[src/rtl/i2c_am_pkg.sv]
// Shared types for the I2C slave address match unit.
// Assumes: nothing beyond IEEE 1800-2017 enums.
package i2c_am_pkg;

    typedef enum logic [1:0] {
        MK_NONE  = 2'b00,
        MK_OWN   = 2'b01,
        MK_GCALL = 2'b10
    } match_kind_e;

    typedef enum logic [2:0] {
        ST_IDLE,
        ST_ADDR,
        ST_ACK_SETUP,
        ST_ACK_LOW,
        ST_ACK_HIGH,
        ST_HOLD
    } am_state_e;

endpackage

[src/rtl/i2c_am_shift.sv]
// Address byte shifter: collects BITS bits of SDA, MSB first, on SCL rising
// edges while enabled, and strobes byte_done the cycle after the last bit.
// Assumes: scl_rise is a one-cycle strobe; clear has priority over shifting.
module i2c_am_shift #(
    parameter int BITS = 8
) (
    input  logic            clk,
    input  logic            rst_n,
    input  logic            clear,
    input  logic            shift_en,
    input  logic            scl_rise,
    input  logic            sda_in,
    output logic [BITS-1:0] byte_q,
    output logic            byte_done
);
    localparam int CW = $clog2(BITS + 1);
    localparam logic [CW-1:0] LAST = CW'(BITS - 1);

    logic [CW-1:0] cnt;

    // Shift SDA in and count bits; restart the count on clear.
    always_ff @(posedge clk) begin
        if (!rst_n) begin
            cnt       <= '0;
            byte_q    <= '0;
            byte_done <= 1'b0;
        end else begin
            byte_done <= 1'b0;
            if (clear) begin
                cnt <= '0;
            end else if (shift_en && scl_rise) begin
                byte_q <= {byte_q[BITS-2:0], sda_in};
                if (cnt == LAST) begin
                    cnt       <= '0;
                    byte_done <= 1'b1;
                end else begin
                    cnt <= cnt + 1'b1;
                end
            end
        end
    end
endmodule

[src/rtl/i2c_am_compare.sv]
// Address comparator: classifies a received byte as own-address match,
// general-call match or no match. A match counts only when ack_en is set.
// Own-address match wins over general call if both hold.
// Assumes: rx_byte bit 0 is the direction bit and is not compared.
module i2c_am_compare
    import i2c_am_pkg::*;
#(
    parameter int ADDR_W   = 7,
    parameter bit GCALL_EN = 1'b1
) (
    input  logic [ADDR_W:0] rx_byte,
    input  logic [ADDR_W:0] own_cfg,
    input  logic            ack_en,
    output match_kind_e     kind
);
    logic own_hit;
    logic gc_hit;

    assign own_hit = (rx_byte[ADDR_W:1] == own_cfg[ADDR_W:1]);

    generate
        if (GCALL_EN) begin : g_gcall
            assign gc_hit = (rx_byte[ADDR_W:1] == '0) && own_cfg[0];
        end else begin : g_no_gcall
            assign gc_hit = 1'b0;
        end
    endgenerate

    // Pick the match class, gated by the acknowledge enable.
    always_comb begin
        kind = MK_NONE;
        if (ack_en) begin
            if (own_hit)     kind = MK_OWN;
            else if (gc_hit) kind = MK_GCALL;
        end
    end
endmodule

[src/rtl/i2c_am_ctl.sv]
// Transfer sequencer: follows START/STOP, enables the shifter during the
// address byte, latches match kind and direction, and drives the
// acknowledge window over the ninth SCL clock.
// Assumes: strobes are one cycle wide and SCL edges are at least two clock
// cycles apart; STOP has priority over START.
module i2c_am_ctl
    import i2c_am_pkg::*;
(
    input  logic        clk,
    input  logic        rst_n,
    input  logic        start_det,
    input  logic        stop_det,
    input  logic        scl_rise,
    input  logic        scl_fall,
    input  logic        byte_done,
    input  logic        rx_rw,
    input  match_kind_e cmp_kind,
    output logic        shift_en,
    output logic        match_pulse,
    output match_kind_e match_kind,
    output logic        rw_bit,
    output logic        sda_pull
);
    am_state_e state;

    assign shift_en = (state == ST_ADDR);

    // Sequence one addressed transfer and the acknowledge window.
    always_ff @(posedge clk) begin
        if (!rst_n) begin
            state       <= ST_IDLE;
            match_pulse <= 1'b0;
            match_kind  <= MK_NONE;
            rw_bit      <= 1'b0;
            sda_pull    <= 1'b0;
        end else begin
            match_pulse <= 1'b0;
            if (stop_det) begin
                state      <= ST_IDLE;
                match_kind <= MK_NONE;
                rw_bit     <= 1'b0;
                sda_pull   <= 1'b0;
            end else if (start_det) begin
                state      <= ST_ADDR;
                match_kind <= MK_NONE;
                rw_bit     <= 1'b0;
                sda_pull   <= 1'b0;
            end else begin
                case (state)
                    ST_ADDR: begin
                        if (byte_done) begin
                            if (cmp_kind != MK_NONE) begin
                                match_kind  <= cmp_kind;
                                rw_bit      <= rx_rw;
                                match_pulse <= 1'b1;
                                state       <= ST_ACK_SETUP;
                            end else begin
                                state <= ST_HOLD;
                            end
                        end
                    end
                    ST_ACK_SETUP: begin
                        if (scl_fall) begin
                            sda_pull <= 1'b1;
                            state    <= ST_ACK_LOW;
                        end
                    end
                    ST_ACK_LOW: begin
                        if (scl_rise) state <= ST_ACK_HIGH;
                    end
                    ST_ACK_HIGH: begin
                        if (scl_fall) begin
                            sda_pull <= 1'b0;
                            state    <= ST_HOLD;
                        end
                    end
                    default: ;
                endcase
            end
        end
    end
endmodule

[src/rtl/i2c_addr_match.sv]
// I2C slave address match unit (top). Shifts in the first byte after a
// START, compares it with the own address and general call, reports the
// match and requests SDA low for the acknowledge bit.
// Assumes: filtered, synchronised bus event strobes from a front end.
module i2c_addr_match
    import i2c_am_pkg::*;
#(
    parameter int ADDR_W   = 7,
    parameter bit GCALL_EN = 1'b1
) (
    input  logic            clk,
    input  logic            rst_n,
    input  logic            scl_rise,
    input  logic            scl_fall,
    input  logic            sda_in,
    input  logic            start_det,
    input  logic            stop_det,
    input  logic [ADDR_W:0] own_cfg,
    input  logic            ack_en,
    output logic            match_pulse,
    output logic [1:0]      match_kind,
    output logic            rw_bit,
    output logic            sda_pull
);
    localparam int BYTE_W = ADDR_W + 1;

    logic              shift_en;
    logic              byte_done;
    logic [BYTE_W-1:0] rx_byte;
    match_kind_e       cmp_kind;
    match_kind_e       kind_q;

    i2c_am_shift #(.BITS(BYTE_W)) u_shift (
        .clk       (clk),
        .rst_n     (rst_n),
        .clear     (start_det | stop_det),
        .shift_en  (shift_en),
        .scl_rise  (scl_rise),
        .sda_in    (sda_in),
        .byte_q    (rx_byte),
        .byte_done (byte_done)
    );

    i2c_am_compare #(.ADDR_W(ADDR_W), .GCALL_EN(GCALL_EN)) u_cmp (
        .rx_byte (rx_byte),
        .own_cfg (own_cfg),
        .ack_en  (ack_en),
        .kind    (cmp_kind)
    );

    i2c_am_ctl u_ctl (
        .clk         (clk),
        .rst_n       (rst_n),
        .start_det   (start_det),
        .stop_det    (stop_det),
        .scl_rise    (scl_rise),
        .scl_fall    (scl_fall),
        .byte_done   (byte_done),
        .rx_rw       (rx_byte[0]),
        .cmp_kind    (cmp_kind),
        .shift_en    (shift_en),
        .match_pulse (match_pulse),
        .match_kind  (kind_q),
        .rw_bit      (rw_bit),
        .sda_pull    (sda_pull)
    );

    assign match_kind = kind_q;
endmodule

[config.mk]
export PLATFORM = sky130hd
export DESIGN_NAME = i2c_addr_match
export DESIGN_NICKNAME = d
export VERILOG_FILES = /design/src/rtl/i2c_am_pkg.sv /design/src/rtl/i2c_am_shift.sv /design/src/rtl/i2c_am_compare.sv /design/src/rtl/i2c_am_ctl.sv /design/src/rtl/i2c_addr_match.sv
export SDC_FILE = /design/constraint.sdc
export NUM_CORES = 1
export LEC_CHECK = 0
export BUFFER_PORTS_ARGS = -buffer_cell sky130_fd_sc_hd__buf_2
export CELL_PAD_IN_SITES_DETAIL_PLACEMENT = 0
export CELL_PAD_IN_SITES_GLOBAL_PLACEMENT = 1
export CORE_UTILIZATION = 43
export CTS_CLUSTER_SIZE = 12
export DETAILED_ROUTE_END_ITERATION = 12
export GPL_TIMING_DRIVEN = 0
export HOLD_SLACK_MARGIN = 0.12
export PLACE_DENSITY_LB_ADDON = 0.1
export SKIP_LAST_GASP = 1
export SLEW_MARGIN = 25
export SYNTH_ARGS = -nofsm -noshare
export SYNTH_HDL_FRONTEND = slang
export SYNTH_SLANG_ARGS = --single-unit
[constraint.sdc]
create_clock -name clk -period 4.45 [get_ports clk]
set_input_delay 0.2225 -clock clk [delete_from_list [all_inputs] [get_ports clk]]
set_output_delay 0.2225 -clock clk [all_outputs]
set_load 0.01 [all_outputs]
==> results.md <==
Critical path:
- The critical path is of the reg2reg type.
- The worst setup path is launched from a flop.
- Measured in cells, the most critical reg-to-reg path has a length of 7.
- The critical path goes through buf_6, nor2_4, nand3_1, or3_1, buf_4, mux2i_1, nor2b_1.
- The slack of the worst reg-to-reg path is 2.75 ns.
- The required time reported for the critical path endpoint is 4.65 ns.
- The worst-path cell with the longest stage delay is sky130_fd_sc_hd__or3_1.
- In this run the worst path has a maximum fanout of 9.
- The worst setup path is captured at a flop.
- On the worst path, the slowest cell contributes a delay of 0.37 ns.
- The startpoint of the most critical register-to-register path is u_ctl.state[2].
- In this run the critical register-to-register path is captured at u_shift.byte_q[0].
- Data arrives at the worst endpoint at 1.90 ns.

Timing:
- The fmax is 589.8 MHz.
- Setup violations remaining at the end of the flow were counted as 0.
- The final hold violation count is 0.
- The worst clock skew is 0.002635 ns.
- The max-slew violation count came to 0.
- Setup repair after global routing left no endpoint under its margin.
- The worst pin sits at a relative slew slack of 71.01%.
- The post-route minimum period is 1.695 ns.
- Setup slack closes at 2.755 ns.
- Dividing the final minimum period by the clock period gives 38.10%.
- Setup total negative slack on the finished layout was measured at 0 ns.
- The actual transition at the worst max-transition pin is 0.4348 ns.

Logic synthesis:
- The number of warnings issued by yosys is 0.
- Synthesis produced a netlist whose cell count is 114.
- The post-synthesis average cell area is 9.274 µm².
- The number of distinct library cells after synthesis is 39.
- Among all flip-flop cells after synthesis, the most frequent one is sky130_fd_sc_hd__dfxtp_1.
- The portion of the post-synthesis area used by sequential elements is 39.76%.
- The post-synthesis register bit count is 21.
- The post-synth net total is 131.
- The synthesized design contains 0 enable-type register cells.
- After synthesis the cells add up to 1057 µm².
- The async set-reset flop share out of synthesis is 0%.

Global route:
- The initial antenna violation count is 0.
- The met1 track demand over resource is 19.93%.
- In the global route stage, met3 resource usage came out at 3.509%.
- The number of global-route vias before repair is 833.
- The first global-routing pass estimated 3498 µm of wire.
- The sum of overflow across all layers after global routing is 0.
- The most heavily used metal layer in global routing is met2.
- For met2 alone, demand over resource in global routing was 32.90%.
- Entering global routing, the biggest net connects 13 pins.
- The total routing resource utilization after global routing is 18.03%.

Min path:
- In this run the worst hold path is classified as in2reg.
- The worst hold path begins at sda_in.
- The worst hold path terminates at u_shift.byte_q[0].
- The hold-critical path depth is 3.

Run status:
- The flow ran to the end, and the final reports show no timing, DRC or antenna violations.

Clock network:
- The CTS tree is yes.
- The number of buffers added by the clock tree synthesis step is 3.
- The number of buffers between clock root and the deepest sink is 2.
- The root buffer cell chosen for the clock tree is sky130_fd_sc_hd__clkbuf_4.
- The tree built by TritonCTS fans out to 21 sinks.
- At the later pin of the worst-skew pair, clock insertion delay measures 0.30 ns.
- The count of instances resized after the clock tree is built is 0.
- The number of hold buffers added after CTS was 0.
- The number of buffers inserted to repair setup after CTS is 0.
- In this run the number of H-tree levels came out at 1.
- The clock-pin slew of the registers on the worst-case setup and hold paths is 0.12 ns.

Cells and area:
- In the layout the commonest cells are sky130_fd_sc_hd__dfxtp_1, sky130_fd_sc_hd__buf_2, sky130_fd_sc_hd__nand2_1, sky130_fd_sc_hd__nor2b_1, sky130_fd_sc_hd__mux2i_1.
- The layout overhead on the synthesized area is 15.38%.
- The fraction of layout cells with a size suffix above 1 is 24.64%.
- The net count of the finished layout is 156.
- 0 antenna diodes ended up in the layout.
- The share of the core filled with cells in the final layout is 54.11%.
- The leading cell type in the layout, fill and taps excluded is sky130_fd_sc_hd__dfxtp_1.
- The count of filler cells inserted in the layout is 224.
- The number of cells in the finished layout apart from fillers is 166.

Floorplanning:
- The initial utilization of the core area, before any placement, comes to 46.89%.
- The die is 51.59 µm wide.
- The floorplan has 17 rows.
- 21 I/O pins were placed.
- The full die area is 2661 µm².
- The placeable core region is 2255 µm².
- Measured along the y axis, the die boundary spans 51.59 µm.

Power and ir drop:
- The reported leakage power is 0.4995 nW.
- The cell area power density is 248.7 nW/µm².
- The worst-case IR drop observed on VDD is 0.0001500 V.

Routing:
- The total routed wirelength is 2047 µm.
- The via density per instance is 5.404.
- The number of nets still failing antenna checks after routing is 0.
- The residual DRC count is 0.
- The first-pass detailed-route iteration total is 4.
- The via total after detailed routing is 897.
- The final routed wire length divided by cell count is 12.33 µm.
- The number of DRC markers in iteration 0 is 10.

Place:
- The HPWL after detailed placement is 1580 µm.
- The routability congestion estimate is 0.6997.
- Timing analysis after detailed placement gives a worst setup slack of 2.752 ns.
- During placement, the flow inserted port buffers numbering 20.
- In this run, placement finished with an instance count of 162.

Job:
- The count of max-cap constraint violations is 0.
## cell usage after synthesis, drive strengths merged (2+ instances only)
cell / instances / area [µm²]
a21oi: 6 / 30.03
buf: 3 / 30.03
dfxtp: 21 / 420.4
inv: 2 / 7.510
mux2: 2 / 22.52
mux2i: 8 / 80.08
nand2: 9 / 33.78
nand3: 6 / 30.03
nor2: 6 / 30.03
nor2b: 9 / 56.30
nor3: 3 / 15.01
nor3b: 2 / 15.01
o21a: 2 / 15.01
o21ai: 6 / 30.03
or3: 2 / 17.52
xnor2: 7 / 61.31
## state kept, by name, summed over array words and instances (netlist names)
| register | cells |
|---|---|
| u_ctl.state | 3 |
| u_ctl.sda_pull | 1 |
| u_shift.cnt | 4 |
| u_ctl.rw_bit | 1 |
| u_shift.byte_q | 8 |
| u_ctl.match_kind | 2 |
| u_ctl.match_pulse | 1 |
| u_shift.byte_done | 1 |
## cell type report
type / instances / area [µm²] / share of cell area (%)
well taps: 28 / 35.03 / 2.872
inverters: 2 / 7.507 / 0.6154
flip-flops and latches: 21 / 420.4 / 34.46
repair buffers: 20 / 100.1 / 8.205
clock buffers: 3 / 22.52 / 1.846
plain buffers: 4 / 33.78 / 2.769
clock inverters: 1 / 5.005 / 0.4103
multi-input cells: 87 / 595.6 / 48.82
## power by group
| part | switching, W | internal [W] | leakage, nW |
|---|---|---|---|
| combinational | 0.0000108 | 0.0000112 | 0.312 |
| sequential | 0.000000955 | 0.000189 | 0.169 |
| clock | 0.0000585 | 0.0000335 | 0.0177 |
| total | 0.0000702 | 0.000233 | 0.499 |
## worst max-delay path by stage
stage	from	endpoint	slack (ns)	cells after the start
2_1_floorplan	u_ctl.state[1]	u_ctl.rw_bit	2.91	6
3_3_place_gp	u_ctl.state[2]	u_shift.byte_q[3]	2.80	7
3_5_place_dp	u_ctl.state[2]	u_shift.byte_q[0]	2.75	7
4_1_cts	u_ctl.state[2]	u_shift.byte_q[0]	2.74	7
5_1_grt	u_ctl.state[2]	u_shift.byte_q[0]	2.64	7
6_report	u_ctl.state[2]	u_shift.byte_q[0]	2.75	7
## worst max-delay path: cells and delay by family, from the launching register on
family        cells  cell delay [ns]
flops             1             0.33
simple gates      4             0.77
buf+inv           2             0.32
mux               1             0.17
## cells by family after synthesis
group / after synthesis / share of synthesized area [%]
muxes: 10 / 9.704
DFF: 21 / 39.76
xor gates and xnor gates: 8 / 6.627
and+or+nand+nor: 46 / 25.33
adders and majority gates: 1 / 1.183
buffers and inverters: 6 / 3.905
AOI/OAI and AO/OA: 22 / 13.49
## metrics by stage
stage | power, W | hold slack, ns | area (µm²)
final | 0.0003034 | 0.1941 | 1220
after global routing | 0.0003199 | 0.1818 | 1220
after CTS | 0.0003091 | 0.1816 | 1220
after detailed placement | 0.0002158 | 0.4447 | 1192
after global placement | 0.0002151 | 0.4380 | 1192
after floorplan | 0.0002047 | 0.3507 | 1057
## per-layer routing
layer / vias up / part of all wire (%) / wire length (µm)
met2: 19 / 48 / 988
li1: 456 / - / -
met4: 0 / 0.49 / 10
met5: - / 0 / 0
met3: 2 / 3.4 / 70
met1: 420 / 48 / 978
Note: power is estimated with default switching activity, not from simulation.
